### src/rtl/dma_evt_gate_pkg.sv
package dma_evt_gate_pkg;
  localparam int NSRC = 3;
  localparam int SRC_W = $clog2(NSRC);

  typedef enum logic [SRC_W-1:0] {
    SRC_MAN = 2'd0,
    SRC_EXT = 2'd1,
    SRC_CHN = 2'd2
  } src_e;
endpackage

### src/rtl/evt_src_latch.sv
module evt_src_latch #(
  parameter int NSRC = 3,
  parameter int NCH  = 32
) (
  input  logic                      clk,
  input  logic                      rst_n,
  input  logic [NSRC-1:0][NCH-1:0]  trig_i,
  input  logic [NSRC-1:0][NCH-1:0]  consume_i,
  output logic [NSRC-1:0][NCH-1:0]  pend_o,
  output logic [NCH-1:0]            any_o
);
  // one flag per source per channel; a fresh pulse beats a consume
  for (genvar s = 0; s < NSRC; s++) begin : g_src
    always_ff @(posedge clk or negedge rst_n) begin
      if (!rst_n) pend_o[s] <= '0;
      else        pend_o[s] <= trig_i[s] | (pend_o[s] & ~consume_i[s]);
    end
  end

  always_comb begin
    any_o = '0;
    for (int s = 0; s < NSRC; s++) any_o = any_o | pend_o[s];
  end

  // a handshake may only consume a flag that is actually pending
  assert_consume_pending_R4: assert property (@(posedge clk) disable iff (!rst_n)
    ((consume_i & ~pend_o) == '0));
endmodule

### src/rtl/evt_lowest_arb.sv
module evt_lowest_arb #(
  parameter int N  = 32,
  parameter int IW = (N > 1) ? $clog2(N) : 1
) (
  input  logic          clk,
  input  logic          rst_n,
  input  logic [N-1:0]  req_i,
  output logic [N-1:0]  gnt_o,
  output logic [IW-1:0] idx_o,
  output logic          any_o
);
  logic [N-1:0] below;

  assign below[0] = 1'b0;
  for (genvar i = 1; i < N; i++) begin : g_chain
    assign below[i] = below[i-1] | req_i[i-1];
  end

  assign gnt_o = req_i & ~below;
  assign any_o = |req_i;

  always_comb begin
    idx_o = '0;
    for (int i = 0; i < N; i++)
      if (gnt_o[i]) idx_o = idx_o | IW'(i);
  end

  // at most one winner, and a winner exists whenever a request does
  assert_gnt_onehot_R4: assert property (@(posedge clk) disable iff (!rst_n)
    $onehot0(gnt_o) && (any_o == (gnt_o != '0)));
endmodule

### src/rtl/evt_status_reg.sv
module evt_status_reg #(
  parameter int NCH = 32
) (
  input  logic           clk,
  input  logic           rst_n,
  input  logic [NCH-1:0] set_i,
  input  logic [NCH-1:0] clr_i,
  output logic [NCH-1:0] status_o
);
  // clear has priority over set on the same bit
  always_ff @(posedge clk or negedge rst_n) begin
    if (!rst_n) status_o <= '0;
    else        status_o <= (status_o | set_i) & ~clr_i;
  end

  // any bit cleared in a cycle reads 0 in the next one
  assert_clear_wins_R9: assert property (@(posedge clk) disable iff (!rst_n)
    1'b1 |=> ((status_o & $past(clr_i)) == '0));

  // a bit can only rise where a set was requested
  assert_rise_needs_set_R2: assert property (@(posedge clk) disable iff (!rst_n)
    1'b1 |=> ((status_o & ~$past(status_o) & ~$past(set_i)) == '0));
endmodule

### src/rtl/evt_regbus.sv
module evt_regbus #(
  parameter int DATA_W = 32,
  parameter int ADDR_W = 8
) (
  input  logic              clk,
  input  logic              rst_n,
  input  logic              wr_i,
  input  logic [ADDR_W-1:0] waddr_i,
  input  logic [DATA_W-1:0] wdata_i,
  input  logic [DATA_W/8-1:0] wbe_i,
  input  logic              rd_i,
  input  logic [ADDR_W-1:0] raddr_i,
  input  logic [DATA_W-1:0] status_i,
  output logic [DATA_W-1:0] sw_clr_o,
  output logic [DATA_W-1:0] rdata_o,
  output logic              rvalid_o
);
  localparam int NBYTE = DATA_W / 8;
  localparam logic [ADDR_W-1:0] STATUS_ADDR = ADDR_W'(0);
  localparam logic [ADDR_W-1:0] CLEAR_ADDR  = ADDR_W'(4);

  logic [DATA_W-1:0] lane_mask;
  for (genvar b = 0; b < NBYTE; b++) begin : g_lane
    assign lane_mask[b*8 +: 8] = {8{wbe_i[b]}};
  end

  // writes to the status word fall through this decode and do nothing
  assign sw_clr_o = (wr_i && waddr_i == CLEAR_ADDR) ? (wdata_i & lane_mask) : '0;

  always_ff @(posedge clk or negedge rst_n) begin
    if (!rst_n) begin
      rvalid_o <= 1'b0;
      rdata_o  <= '0;
    end else begin
      rvalid_o <= rd_i;
      if (rd_i) rdata_o <= (raddr_i == STATUS_ADDR) ? status_i : '0;
    end
  end

  // read data valid follows the strobe by exactly one cycle
  assert_read_latency_R10: assert property (@(posedge clk) disable iff (!rst_n)
    rd_i |=> rvalid_o);
  assert_no_spurious_rvalid_R10: assert property (@(posedge clk) disable iff (!rst_n)
    !rd_i |=> !rvalid_o);
endmodule

### src/rtl/dma_evt_gate.sv
module dma_evt_gate
  import dma_evt_gate_pkg::*;
#(
  parameter int NCH    = 32,
  parameter int ADDR_W = 8,
  parameter int CH_W   = $clog2(NCH)
) (
  input  logic              clk,
  input  logic              rst_n,
  input  logic [NCH-1:0]    man_trig_i,
  input  logic [NCH-1:0]    ext_evt_i,
  input  logic [NCH-1:0]    chain_trig_i,
  input  logic [NCH-1:0]    hw_clr_i,
  output logic              enq_valid_o,
  input  logic              enq_ready_i,
  output logic [CH_W-1:0]   enq_ch_o,
  output logic [SRC_W-1:0]  enq_src_o,
  input  logic              reg_wr_i,
  input  logic [ADDR_W-1:0] reg_waddr_i,
  input  logic [NCH-1:0]    reg_wdata_i,
  input  logic [NCH/8-1:0]  reg_wbe_i,
  input  logic              reg_rd_i,
  input  logic [ADDR_W-1:0] reg_raddr_i,
  output logic [NCH-1:0]    reg_rdata_o,
  output logic              reg_rvalid_o
);
  logic [NSRC-1:0][NCH-1:0] trig, pend, consume;
  logic [NCH-1:0]  pend_any, status, sw_clr, clr_all, eligible, ch_gnt, set_vec;
  logic [NSRC-1:0] src_req, src_gnt;
  logic            ch_any, src_any, hs;

  assign trig[SRC_MAN] = man_trig_i;
  assign trig[SRC_EXT] = ext_evt_i;
  assign trig[SRC_CHN] = chain_trig_i;

  evt_src_latch #(.NSRC(NSRC), .NCH(NCH)) u_latch (
    .clk(clk), .rst_n(rst_n), .trig_i(trig), .consume_i(consume),
    .pend_o(pend), .any_o(pend_any)
  );

  assign clr_all  = hw_clr_i | sw_clr;
  // a channel being cleared this cycle sits out, so its clear always wins
  assign eligible = pend_any & ~status & ~clr_all;

  evt_lowest_arb #(.N(NCH), .IW(CH_W)) u_ch_arb (
    .clk(clk), .rst_n(rst_n), .req_i(eligible),
    .gnt_o(ch_gnt), .idx_o(enq_ch_o), .any_o(ch_any)
  );

  always_comb begin
    for (int s = 0; s < NSRC; s++) src_req[s] = pend[s][enq_ch_o];
  end

  evt_lowest_arb #(.N(NSRC), .IW(SRC_W)) u_src_arb (
    .clk(clk), .rst_n(rst_n), .req_i(src_req),
    .gnt_o(src_gnt), .idx_o(enq_src_o), .any_o(src_any)
  );

  assign enq_valid_o = ch_any;
  assign hs          = enq_valid_o & enq_ready_i;
  assign set_vec     = hs ? ch_gnt : '0;

  for (genvar s = 0; s < NSRC; s++) begin : g_cons
    assign consume[s] = (hs && src_gnt[s]) ? ch_gnt : '0;
  end

  evt_status_reg #(.NCH(NCH)) u_status (
    .clk(clk), .rst_n(rst_n), .set_i(set_vec), .clr_i(clr_all), .status_o(status)
  );

  evt_regbus #(.DATA_W(NCH), .ADDR_W(ADDR_W)) u_bus (
    .clk(clk), .rst_n(rst_n),
    .wr_i(reg_wr_i), .waddr_i(reg_waddr_i), .wdata_i(reg_wdata_i), .wbe_i(reg_wbe_i),
    .rd_i(reg_rd_i), .raddr_i(reg_raddr_i), .status_i(status),
    .sw_clr_o(sw_clr), .rdata_o(reg_rdata_o), .rvalid_o(reg_rvalid_o)
  );

  // a queued channel is never offered
  assert_masked_no_offer_R3: assert property (@(posedge clk) disable iff (!rst_n)
    enq_valid_o |-> !status[enq_ch_o]);

  // an accepted request shows up as a set status bit next cycle
  assert_accept_sets_R2: assert property (@(posedge clk) disable iff (!rst_n)
    hs |=> status[$past(enq_ch_o)]);

  // under back-pressure no bit rises
  assert_stall_no_set_R5: assert property (@(posedge clk) disable iff (!rst_n)
    (enq_valid_o && !enq_ready_i) |=> ((status & ~$past(status)) == '0));

  // nothing eligible below the offered channel, and offered source is pending
  assert_lowest_first_R4: assert property (@(posedge clk) disable iff (!rst_n)
    enq_valid_o |-> (((eligible & ~({NCH{1'b1}} << enq_ch_o)) == '0) && src_any));
endmodule

### config.mk
export PLATFORM = sky130hd
export DESIGN_NAME = dma_evt_gate
export DESIGN_NICKNAME = d
export VERILOG_FILES = /design/src/rtl/dma_evt_gate_pkg.sv /design/src/rtl/evt_src_latch.sv /design/src/rtl/evt_lowest_arb.sv /design/src/rtl/evt_status_reg.sv /design/src/rtl/evt_regbus.sv /design/src/rtl/dma_evt_gate.sv
export SDC_FILE = /design/constraint.sdc
export NUM_CORES = 1
export LEC_CHECK = 0
export CORE_UTILIZATION = 46
export CTS_CLUSTER_SIZE = 12
export DETAILED_ROUTE_END_ITERATION = 16
export MAX_ROUTING_LAYER = met4
export PLACE_DENSITY = 0.85
export SLEW_MARGIN = 20
export SYNTH_ARGS = -nofsm -noshare
export SYNTH_HDL_FRONTEND = slang
export SYNTH_HIERARCHICAL = 1
export SYNTH_SLANG_ARGS = --single-unit
export TNS_END_PERCENT = 100
### constraint.sdc
create_clock -name clk -period 7.5 [get_ports clk]
set_input_delay 1.125 -clock clk [delete_from_list [all_inputs] [get_ports clk]]
set_output_delay 1.125 -clock clk [all_outputs]
set_load 0.05 [all_outputs]
=== After elaboration in Yosys (flattened, before gate mapping) ===
Index checks and enable logic that the tools add are counted.

* Bits of input ports: 185
* Logic and storage cells: 114
* Output and inout bits: 41
* Register bits after elaboration: 161

* Bitwise logic cells: 55
* Reductions and logical operators: 6
* Order comparisons: 1
* Mux-type cells: 45
* Equality and inequality tests: 1

{| class="wikitable"
|+ Operator list
! operator !! number
|-
| bitwise AND 32 bit || 8
|-
| OR 32 bit || 7
|-
| 2-to-1 mux 32 bit || 6
|-
| NOT 32 bit || 6
|-
| 2-to-1 mux 5 bit || 16
|-
| 2-to-1 mux 4 bit || 8
|-
| OR reduction 32 bit || 1
|-
| OR 1 bit || 31
|-
| binary-select mux 1 bit (select 5 bit) || 3
|-
| 2-to-1 mux 3 bit || 4
|-
| equality test 8 x 3 -> 1 bit (second input constant) || 1
|-
| zero test 8 bit || 1
|-
| less-than comparator 5 x 6 -> 1 bit (second input constant) || 1
|-
| 2-to-1 mux 2 bit || 3
|-
| 2-to-1 mux 1 bit || 5
|-
| logical AND 1 bit || 4
|-
| bitwise AND 3 bit || 1
|-
| NOT 3 bit || 1
|-
| bitwise AND 1 bit || 1
|}

=== Longest topological paths before layout ===
Gate-level depths: netlist of run 1.

* Depth after elaboration: 79
* Gate-level depth with buffers: 21
* Depth with buffers taken out: 16

=== Hierarchy ===
Netlist of run 1, hierarchy kept.

{| class="wikitable"
|+ Modules (own cells, without submodules)
! module !! area each (µm²) !! cells each !! times used !! sequential area each (µm²)
|-
| evt_src_latch || 3723.6 || 320 || 1 || 2402.3
|-
| evt_regbus || 2361.0 || 227 || 1 || 825.8
|-
| dma_evt_gate || 2063.2 || 247 || 1 || 0.0
|-
| evt_status_reg || 1121.1 || 64 || 1 || 800.8
|-
| evt_lowest_arb (u_ch_arb) || 769.5 || 111 || 1 || 0.0
|-
| evt_lowest_arb (u_src_arb) || 42.5 || 6 || 1 || 0.0
|}

=== Worst setup path after synthesis of run 1 ===
No wires, ideal clock.

* Kind: input-to-output
* Start point: input reg_waddr_i[5]
* End point: output enq_src_o[1]
* Arrival time: 6.194 ns
* Stages: 17
* Setup slack: 0.181 ns
* Path through: nand2b_1 -> buf_1 -> nor4_2 -> or2_2 -> nor3b_1 -> nor4_4 -> a211oi_1 -> and4bb_2 -> nor2_1 -> nand4_1 -> clkbuf_1 -> clkbuf_1 -> mux4_2 -> mux4_2 -> mux2_2 -> nor3b_1 -> buf_4

* Elaborated cells between the ends (all ways): 79

{| class="wikitable"
|+ RTL lines
! item !! RTL line !! text
|-
| start: declaration || dma_evt_gate.sv:19 || <nowiki>input logic [ADDR_W-1:0] reg_waddr_i,</nowiki>
|-
| equality test 8 x 3 -> 1 bit * || evt_regbus.sv:28 || <nowiki>assign sw_clr_o = (wr_i && waddr_i == CLEAR_ADDR) ? (wdata_i & lane_mask) : '0;</nowiki>
|-
| logical AND 1 bit * || evt_regbus.sv:28 ||
|-
| 2-to-1 mux 32 bit * || evt_regbus.sv:28 ||
|-
| via sw_clr[8] || dma_evt_gate.sv:28 || <nowiki>logic [NCH-1:0] pend_any, status, sw_clr, clr_all, eligible, ch_gnt, set_vec;</nowiki>
|-
| OR 32 bit * || dma_evt_gate.sv:41 || <nowiki>assign clr_all = hw_clr_i | sw_clr;</nowiki>
|-
| via clr_all[8] || dma_evt_gate.sv:28 ||
|-
| NOT 32 bit * || dma_evt_gate.sv:43 || <nowiki>assign eligible = pend_any & ~status & ~clr_all;</nowiki>
|-
| bitwise AND 32 bit * || dma_evt_gate.sv:43 ||
|-
| via eligible[8] || dma_evt_gate.sv:28 ||
|-
| [... 26 more ...] || n/a ||
|-
| via enq_ch_o[2] || dma_evt_gate.sv:16 || <nowiki>output logic [CH_W-1:0] enq_ch_o,</nowiki>
|-
| binary-select mux 1 bit (select 5 bit) * || dma_evt_gate.sv:51 || <nowiki>for (int s = 0; s < NSRC; s++) src_req[s] = pend[s][enq_ch_o];</nowiki>
|-
| 2-to-1 mux 1 bit (not written as such) * || dma_evt_gate.sv:51 ||
|-
| via src_req[0] || dma_evt_gate.sv:29 || <nowiki>logic [NSRC-1:0] src_req, src_gnt;</nowiki>
|-
| OR 1 bit * || evt_lowest_arb.sv:16 || <nowiki>assign below[i] = below[i-1] | req_i[i-1];</nowiki>
|-
| NOT 3 bit * || evt_lowest_arb.sv:19 || <nowiki>assign gnt_o = req_i & ~below;</nowiki>
|-
| bitwise AND 3 bit * || evt_lowest_arb.sv:19 ||
|-
| via src_gnt[2] || dma_evt_gate.sv:29 ||
|-
| 2-to-1 mux 2 bit * || evt_lowest_arb.sv:25 || <nowiki>if (gnt_o[i]) idx_o = idx_o | IW'(i);</nowiki>
|-
| end: declaration || dma_evt_gate.sv:17 || <nowiki>output logic [SRC_W-1:0] enq_src_o,</nowiki>
|}

Mark *: on every way through the listed nets, which the timed path passes. The rest lies on a longest branch. The select of a mux whose other input is x is not followed.

=== Worst setup path in the final report of run 1 ===
* Start point: input reg_waddr_i[4]
* End point: output enq_src_o[1]

* Cells in the longest elaborated chain, start to end: 45
* Elaborated cells between the ends (all ways): 79

{| class="wikitable"
|+ Ends and longest elaborated chain
! item !! RTL line
|-
| equality test 8 x 3 -> 1 bit * || evt_regbus.sv:28
|-
| logical AND 1 bit * || evt_regbus.sv:28
|-
| 2-to-1 mux 32 bit * || evt_regbus.sv:28
|-
| via sw_clr[1] || dma_evt_gate.sv:28
|-
| OR 32 bit * || dma_evt_gate.sv:41
|-
| via clr_all[1] || dma_evt_gate.sv:28
|-
| NOT 32 bit * || dma_evt_gate.sv:43
|-
| bitwise AND 32 bit * || dma_evt_gate.sv:43
|-
| via eligible[1] || dma_evt_gate.sv:28
|-
| [... 32 more ...] || n/a
|-
| 2-to-1 mux 5 bit * || evt_lowest_arb.sv:25
|-
| binary-select mux 1 bit (select 5 bit) * || dma_evt_gate.sv:51
|-
| 2-to-1 mux 1 bit (not written as such) * || dma_evt_gate.sv:51
|-
| via src_req[0] || dma_evt_gate.sv:29
|-
| OR 1 bit * || evt_lowest_arb.sv:16
|-
| NOT 3 bit * || evt_lowest_arb.sv:19
|-
| bitwise AND 3 bit * || evt_lowest_arb.sv:19
|-
| 2-to-1 mux 2 bit * || evt_lowest_arb.sv:25
|}

Marks and branches as above.

==> results of run 1 <==
==> flip-flops by register name, summed over array words and instances (netlist names) <==
register / cells
u_latch/pend_o: 96
u_status/status_o: 32
u_bus/rvalid_o: 1
u_bus/rdata_o: 32
==> placed cells by master, fill, tap and decap left out, types with 4 or more instances in the layout <==
master / instances
o21ba_1: 32
clkbuf_16: 17
and2_1: 100
clkdlybuf4s50_1: 218
nor4_2: 36
a21o_2: 32
and3_1: 43
mux4_2: 28
nor3b_1: 35
dfrtp_1: 161
nor2_1: 13
buf_12: 8
buf_4: 63
nand2_1: 35
clkinvlp_4: 5
or2_2: 34
a21o_1: 65
o32ai_2: 30
a21oi_1: 4
inv_1: 163
nand3_1: 4
nor3_1: 12
nor4_1: 6
or3_1: 33
==> worst max-delay path by stage <==
| stage | to | from | slack, ps | cells after the start |
|---|---|---|---|---|
| finish | enq_src_o[1] | reg_waddr_i[4] | 200 | 20 |
| global route | enq_src_o[1] | reg_waddr_i[4] | 7 | 20 |
| CTS | enq_src_o[1] | reg_waddr_i[4] | 7 | 20 |
| detailed placement | enq_src_o[0] | reg_waddr_i[1] | -280 | 18 |
| global placement | enq_src_o[0] | reg_waddr_i[1] | -300 | 18 |
| floorplan | enq_src_o[1] | reg_waddr_i[5] | 190 | 17 |
==> final cells by class <==
cell class / instances / area, um2
timing repair buffer: 295 / 2880
clock buffer: 18 / 439
tap: 275 / 344
sequential: 161 / 4030
inverter: 164 / 616
multi-input combinational: 597 / 5130
fill: 1696 / 7650
clock inverter: 13 / 128
==> routing by layer <==
layer  GRT usage  share of wire
met1       0.393           0.38
met2       0.528           0.48
met3      0.0665          0.081
met4       0.190          0.059
met5           -              0
==> worst register-to-register path: cells and delay by family (launching register included) <==
kind | cells | cell delay [ps]
mux | 3 | 1410
flops | 1 | 440
buf+inv | 6 | 1040
compound gates | 2 | 300
simple gates | 8 | 1860
==> power by group through the flow <==
stage,combinational [uW],sequential [uW],clock [uW]
3_3_place_gp,297,893,0
3_5_place_dp,298,893,0
5_1_grt,321,876,897
6_report,303,876,853
4_1_cts,301,876,861
2_1_floorplan,118,891,0
==> per-stage QoR <==
step	worst slack [ps]	total power, uW	hold slack [ps]	utilization
6_report	200	2030	517	0.640
5_1_grt	7.15	2090	531	0.640
4_1_cts	7.33	2040	517	0.638
3_5_place_dp	-276	1190	499	0.611
3_3_place_gp	-301	1190	493	0.611
2_1_floorplan	189	1010	455	-
==> repair_timing <==
action / in CTS / in global routing
resized for setup: 4 / 7
pin swaps: 0 / 1
endpoints found under the setup margin: 2 / 2
hold buffers: 0 / 0
hold endpoints to repair: 0 / 0
==> metrics.cfg, run 1 <==
[route]
wire_per_inst_um = 22.8
drc = 0
firstDrtPassIters = 7
dr_total_vias = 8852
ant_nets = 0
drtIter0Drc = 691
vias_per_cell = 5.81
wirelength_um = 34700

[worst_setup_path]
cp.arrival_ps = 6180
timing.rr.end = u_latch/pend_o[69]
reg2reg_depth = 19
crit_fanout = 14
slowest_delay_ps = 580
critical_path.top_delay_family = simple AND/OR/NAND/NOR gates
crit_path_cell_trace = clkdlybuf4s50_1, or4b_4, buf_12, nor4_2, or2_2, nor3b_1, buf_4, nor4_4, nand4_4, buf_4, nor3_4, o211ai_1, nand3_2, buf_12, mux4_1, mux4_2, mux2_2, nor3b_4, buf_4, buf_12
reg2reg_slack_ps = 2350
critPathKind = in2out
worst_setup_path_end_kind = output port
crit_buf_inv = 7
regToRegStartpoint = u_latch/pend_o[3]
worst_ep_required_time_ps = 6380
crit_slowest_cell = or4b_4
start_kind = input pin

[yosys]
syn_nets = 1159
syn_inst = 974
ys_warn_count = 6
avgSynthCellArea_um2 = 10.3
syn-cell-area_um2 = 10100

[min_path]
hp-start = u_latch/pend_o[80]
hold-path-endpoint = u_latch/pend_o[80]
min-delay-path-class = reg2reg
whs_path_depth = 1

[placement]
place_inst = 1492
dpl_cell_area_um2 = 13000
place_hpwl_um = 26700
globalplace.congestion = 0.998
port_buffers = 225

[pwr]
pwr-share-clk = 0.420
vdd_ir_drop_max_uv = 116
p_leak_uw = 0.00524
intPower_uw = 1500
powerDensity_nw_per_um2 = 150
p_switching_uw = 535
p_sw_frac = 0.263
pwr-share-seq = 0.431
combPwrFrac = 0.149

[timing]
finalMaxSlewViolations = 0
finalCriticalPeriod_ps = 7300
finalSetupTns_ps = 0
finalHoldViolCount = 0
worst_pin_slew_ps = 1190
final-setup-viol-count = 0
fin_worst_skew_ps = 7.79
grt_setup_unrepaired = no
period_share = 0.973
slew-limit-headroom = 0.203
max_freq_mhz = 137

[layout]
n_antenna_cell = 0
drive_gt1_frac = 0.232
num-nets-final = 1421
final_area_um2 = 13600
area_delta_synth_final_pct = 34.7
final_cell_count_no_fill = 1523

[cts]
insertion_delay_ps = 430
postCtsSetupRepairBufs = 0
cts.sinks = 161
root_buffer = clkbuf_16
cts.htree.levels = 4
cts_made_buffers = 17
cts_tree = built
max-clock-path-buffers = 2
clk_pin_slew_worst_paths_ps = 70

[die]
rows = 53
fp.dieH_um = 150
dieArea_um2 = 22500
core_area_um2 = 21200
start_util = 0.475
die_w_um = 150
ioPinCount = 226

[grt]
grt_pass1_wl_um = 53000
grtUsageTotal = 0.332
grt_pass1_vias = 9174
grt.overflow.total = 0
grt_antenna_before_repair = 0
grt_max_degree = 83

[flow_run]
maxCapViolations = 0

[status]
status = finished clean

No activity file was read; power rests on OpenSTA's default activity.
==> run 2: changes to the inputs <==
--- a/config.mk
+++ b/config.mk
@@ -8,8 +8,10 @@
 export CORE_UTILIZATION = 46
 export CTS_CLUSTER_SIZE = 12
 export DETAILED_ROUTE_END_ITERATION = 16
+export GPL_ROUTABILITY_DRIVEN = 1
 export MAX_ROUTING_LAYER = met4
 export PLACE_DENSITY = 0.85
+export REMOVE_ABC_BUFFERS = 1
 export SLEW_MARGIN = 20
 export SYNTH_ARGS = -nofsm -noshare
 export SYNTH_HDL_FRONTEND = slang
==> run 2 against run 1 <==
Hold slack lost 14 ps. Clock skew shrank 0.55 ps. Sequential cell count is the same. Sequential share of layout area grew 0.30 points. Critical path depth shrank 2. Via count shrank 2.0%. Clock-buffer cell count grew 3. Maximum frequency grew 0.60%. Core utilization shrank 0.64 points. Final cell count shrank 1.3%. Cell area shrank 1.0%. Worst setup slack gained 44 ps. Largest cell class unchanged. Largest power group unchanged.
==> metrics.cfg, run 2 (synthesized netlist as in run 1, its figures left out) <==
[cts]
root_buffer = clkbuf_16
cts.htree.levels = 4
cts_made_buffers = 17
max-clock-path-buffers = 2
clk_pin_slew_worst_paths_ps = 60
cts_tree = built
postCtsSetupRepairBufs = 0
insertion_delay_ps = 430
cts.sinks = 161

[pwr]
intPower_uw = 1520
pwr-share-seq = 0.431
combPwrFrac = 0.147
vdd_ir_drop_max_uv = 124
p_sw_frac = 0.253
p_leak_uw = 0.00514
p_switching_uw = 514
powerDensity_nw_per_um2 = 151
pwr-share-clk = 0.422

[die]
fp.dieH_um = 150
dieArea_um2 = 22500
core_area_um2 = 21200
start_util = 0.475
rows = 53
ioPinCount = 226
die_w_um = 150

[layout]
n_antenna_cell = 0
num-nets-final = 1401
fillCellCount = 1687
largest_reg_flops = 96
reg.largest.list = u_latch/pend_o (96), u_bus/rdata_o (32), u_status/status_o (32)
seq_area_um2 = 4030
area_delta_synth_final_pct = 33.4
final_common_cell = clkdlybuf4s50_1
final_cell_count_no_fill = 1503
drive_gt1_frac = 0.220
multiInputGateArea_um2 = 5150
final_area_um2 = 13400
final_cell_mix = clkdlybuf4s50_1 (218), inv_1 (163), dfrtp_1 (161)
regMostFlops = u_latch/pend_o

[worst_setup_path]
start_kind = input pin
critical_path.top_delay_family = simple AND/OR/NAND/NOR gates
crit_path_cell_trace = clkdlybuf4s50_1, or4b_4, buf_12, nor4_2, or2_2, nor3b_1, nor4_1, buf_4, a311o_1, a221oi_1, nand3_2, buf_4, mux4_2, mux4_2, mux2_2, nor3b_4, buf_4, buf_12
cp.arrival_ps = 6130
crit_top_cell = buf_4
critPathKind = in2out
worst_ep_required_time_ps = 6380
crit_fanout = 18
worst_setup_path_end_kind = output port
crit_slowest_cell = nor3b_1
crit_buf_inv = 6
slowest_delay_ps = 520

[min_path]
min-delay-path-class = reg2reg

[route]
wirelength_um = 32100
ant_nets = 0
firstDrtPassIters = 5
dr_total_vias = 8676
wire_per_inst_um = 21.4
vias_per_cell = 5.77
drc = 0
drtIter0Drc = 758

[placement]
place_hpwl_um = 24000
port_buffers = 225
place_inst = 1472
dpl_cell_area_um2 = 12800
globalplace.congestion = 0.942
pre_cts_slack_ps = -0.524

[timing]
finalMaxSlewViolations = 0
finalHoldViolCount = 0
grt_setup_unrepaired = no
fin_worst_skew_ps = 7.24
period_share = 0.968
finalCriticalPeriod_ps = 7260
timing.final.ws_setup_ps = 243
worst_pin_slew_ps = 1110
max_freq_mhz = 138
slew-limit-headroom = 0.263
final-setup-viol-count = 0

[grt]
grt.overflow.total = 0
grt_pass1_vias = 8790
grt_pass1_wl_um = 48700
grtUsageTotal = 0.301
grt_antenna_before_repair = 0
grt_max_degree = 91

[status]
status = finished clean

[flow_run]
maxCapViolations = 0

-- run 2: changes by cell type in the layout (fill, tap and decap cells not counted), moves of 2 or more --
cell            previous run  this run
clkinv_2                   1         3
nor3b_1                   35        33
nor4_2                    36        34
nor3b_2                    0         2
inv_6                      3         0
buf_4                     63        45
clkinv_4                   2         0
clkbuf_1                   0         3
dlymetal6s2s_1             3         0
buf_12                     8        10
-- run 2: path summary, 6_finish.rpt --
check / startpoint / end / cells after the start / slack (ps)
worst max-delay path: reg_wr_i / enq_src_o[1] / 18 / 240
worst min-delay path: u_latch/pend_o[90] / u_latch/pend_o[90] / 1 / 500
worst max register to register: u_latch/pend_o[45] / u_latch/pend_o[62] / 18 / 2430
worst min register to register: u_latch/pend_o[90] / u_latch/pend_o[90] / 1 / 500
max in group asynchronous: rst_n / u_status/status_o[17] / 2 / 5230
min in group asynchronous: rst_n / u_bus/rvalid_o / 1 / 780
-- run 2: layer usage --
metal,vias up,GRT usage,part of all wire
met5,-,-,0
met4,0,0.106,0.029
met3,62,0.0601,0.085
met2,461,0.476,0.48
met1,4310,0.384,0.41
li1,3843,-,-
-- run 2: area by class of cell --
type                       instances  share of cell area
timing repair buffer             275               0.204
inverter                         164              0.0458
tap                              275              0.0256
clock inverter                    10             0.00838
clock buffer                      21              0.0335
multi-input combinational        597               0.383
sequential                       161               0.300
-- run 2: what timing repair did --
item                                    4_1_cts  5_1_grt
resized for setup                             2        7
pin swaps                                     1        3
hold buffers                                  0        0
endpoints found under the setup margin        1        2
cloned                                        0        0
-- run 2: power by group through the flow --
stage,logic [uW],registers (uW),clock network (uW)
5_1_grt,317,876,899
3_3_place_gp,294,892,0
6_report,300,876,858
3_5_place_dp,296,892,0
2_1_floorplan,98.3,891,0
4_1_cts,298,876,866
-- run 2: per-stage QoR --
stage | hold WS (ps) | TNS [ps] | util | power [uW]
6_report | 503 | 0 | 0.633 | 2030
5_1_grt | 528 | 0 | 0.633 | 2090
4_1_cts | 498 | 0 | 0.632 | 2040
3_5_place_dp | 497 | -0.524 | 0.605 | 1190
3_3_place_gp | 481 | -11.0 | 0.605 | 1190
2_1_floorplan | 455 | -132770 | - | 990
==> run 3: changes to the inputs <==
--- a/config.mk
+++ b/config.mk
@@ -5,12 +5,12 @@
 export SDC_FILE = /design/constraint.sdc
 export NUM_CORES = 1
 export LEC_CHECK = 0
-export CORE_UTILIZATION = 46
+export CORE_UTILIZATION = 45
 export CTS_CLUSTER_SIZE = 12
 export DETAILED_ROUTE_END_ITERATION = 16
 export GPL_ROUTABILITY_DRIVEN = 1
 export MAX_ROUTING_LAYER = met4
-export PLACE_DENSITY = 0.85
+export PLACE_DENSITY = 0.86
 export REMOVE_ABC_BUFFERS = 1
 export SLEW_MARGIN = 20
 export SYNTH_ARGS = -nofsm -noshare
==> constraint.sdc (replaced) <==
create_clock -name clk -period 5.95 [get_ports clk]
set_input_delay 0.8925 -clock clk [delete_from_list [all_inputs] [get_ports clk]]
set_output_delay 0.8925 -clock clk [all_outputs]
set_load 0.05 [all_outputs]
==> run 3 against run 2 <==
The flow now finishes with violations (setup timing). Sequential share of layout area fell by 2.1 points. Via count grew 5.5%. Core utilization is 2.8 points higher. Final cell count is 5.5% higher. Register-to-register slack lost 1700 ps. Combinational power increased by 47%. First-iteration DRC count grew 20%. Clock-buffer cell count is 3 higher. Sequential cell count stayed put. Hold slack got worse by 6.2 ps. Wire length increased by 7.0%. Critical path type unchanged.
==> metrics.cfg, run 3 (synthesized netlist as in run 1, its figures left out) <==
[status]
status = finished, violations left
violations = setup timing

[worst_setup_path]
crit_fanout = 12
crit_slowest_cell = mux4_2
worst_setup_path_end_kind = output port
crit_path_cell_trace = clkdlybuf4s50_1, nand2b_4, buf_12, buf_4, nor4_4, or2_4, nor3b_2, nor4_4, buf_4, nand4_4, nor3_4, o211ai_1, nand3_2, buf_12, buf_8, mux4_2, mux4_2, mux2_4, nor3b_4, buf_6, buf_12
critPathKind = in2out
crit_top_cell = buf_12
worst_ep_required_time_ps = 5060
crit_buf_inv = 8
slowest_delay_ps = 520
start_kind = input pin
critical_path.top_delay_family = simple AND/OR/NAND/NOR gates
cp.arrival_ps = 5640

[layout]
fillCellCount = 1612
num-nets-final = 1477
post-route-util = 0.661
regMostFlops = u_latch/pend_o
drive_gt1_frac = 0.289
final_cell_count_no_fill = 1585
final_common_cell = clkdlybuf4s50_1
seq_area_um2 = 4030
reg.largest.list = u_latch/pend_o (96), u_bus/rdata_o (32), u_status/status_o (32)
area_delta_synth_final_pct = 43.6
multiInputGateArea_um2 = 5410
n_antenna_cell = 0
final_cell_mix = clkdlybuf4s50_1 (205), inv_1 (163), dfrtp_1 (161)
final_area_um2 = 14500
largest_reg_flops = 96

[placement]
place_hpwl_um = 24400
port_buffers = 225
dpl_cell_area_um2 = 13200
globalplace.congestion = 0.955
pre_cts_slack_ps = -1030
place_inst = 1525

[route]
wire_per_inst_um = 21.7
wirelength_um = 34400
drtIter0Drc = 909
firstDrtPassIters = 5
dr_total_vias = 9154
drc = 0
ant_nets = 0
vias_per_cell = 5.78

[cts]
max-clock-path-buffers = 2
cts_hold_buf = 0
cts_made_buffers = 17
cts_tree = built
cts.htree.levels = 4
insertion_delay_ps = 440
cts.sinks = 161
root_buffer = clkbuf_16
clk_pin_slew_worst_paths_ps = 60

[grt]
grt_pass1_wl_um = 51800
grt_antenna_before_repair = 0
grt_pass1_vias = 9400
grtUsageTotal = 0.313
grt_max_degree = 81
grt.overflow.total = 0

[timing]
fin_worst_skew_ps = 8.52
worst_pin_slew_ps = 1100
finalHoldViolCount = 0
period_share = 1.10
grt_setup_unrepaired = yes
finalCriticalPeriod_ps = 6530
finalMaxSlewViolations = 0
final-setup-viol-count = 2
slew-limit-headroom = 0.264
timing.final.ws_setup_ps = -578
max_freq_mhz = 153

[die]
core_area_um2 = 21900
dieArea_um2 = 23000
die_w_um = 152
start_util = 0.460
ioPinCount = 226
rows = 54
fp.dieH_um = 152

[flow_run]
maxCapViolations = 0

[pwr]
powerDensity_nw_per_um2 = 185
p_leak_uw = 0.00573
vdd_ir_drop_max_uv = 174

[min_path]
min-delay-path-class = in2async

-- run 3: cell type report --
class,count,share of cell area
Multi-Input combinational cell,597,0.374
Sequential cell,161,0.278
Timing Repair Buffer,351,0.240
Inverter,164,0.0426
Clock buffer,24,0.0340
Tap cell,280,0.0242
Clock inverter,8,0.00709
-- run 3: timing repair --
action | in CTS | in global routing
setup endpoints to repair | 66 | 66
pin swaps | 18 | 25
resized for setup | 67 | 38
gates cloned | 4 | 0
setup buffers | 13 | 13
-- run 3: per-layer routing --
layer  global-route usage  share of wire  vias to the layer above
met5                    -              0                        -
met4                0.120          0.035                        0
met3               0.0737          0.099                      104
met2                0.496           0.48                      545
met1                0.389           0.39                     4508
li1                     -              -                     3997
-- run 3: stage by stage --
step,setup TNS [ps],total power (uW),hold WS [ps]
after floorplan,-260910,1250,455
after global placement,-51880,1510,476
after detailed placement,-57710,1520,491
after CTS,-871,2660,507
after global routing,-4360,2750,534
final,-1050,2670,497
-- run 3: final timing paths --
check,start,end,slack [ps],cells past startpoint
max,reg_waddr_i[5],enq_src_o[1],-580,21
min,rst_n,u_bus/rdata_o[13],500,1
max reg2reg,u_latch/pend_o[0],u_latch/pend_o[79],780,19
min reg2reg,u_latch/pend_o[76],u_latch/pend_o[76],510,1
max in group asynchronous,rst_n,u_latch/pend_o[4],4390,2
min in group clk,u_latch/pend_o[76],u_latch/pend_o[76],510,1
-- run 3: where the power goes --
| part | internal [uW] | switching (uW) |
|---|---|---|
| Combinational | 236 | 206 |
| Sequential | 1100 | 6.22 |
| Clock | 662 | 463 |
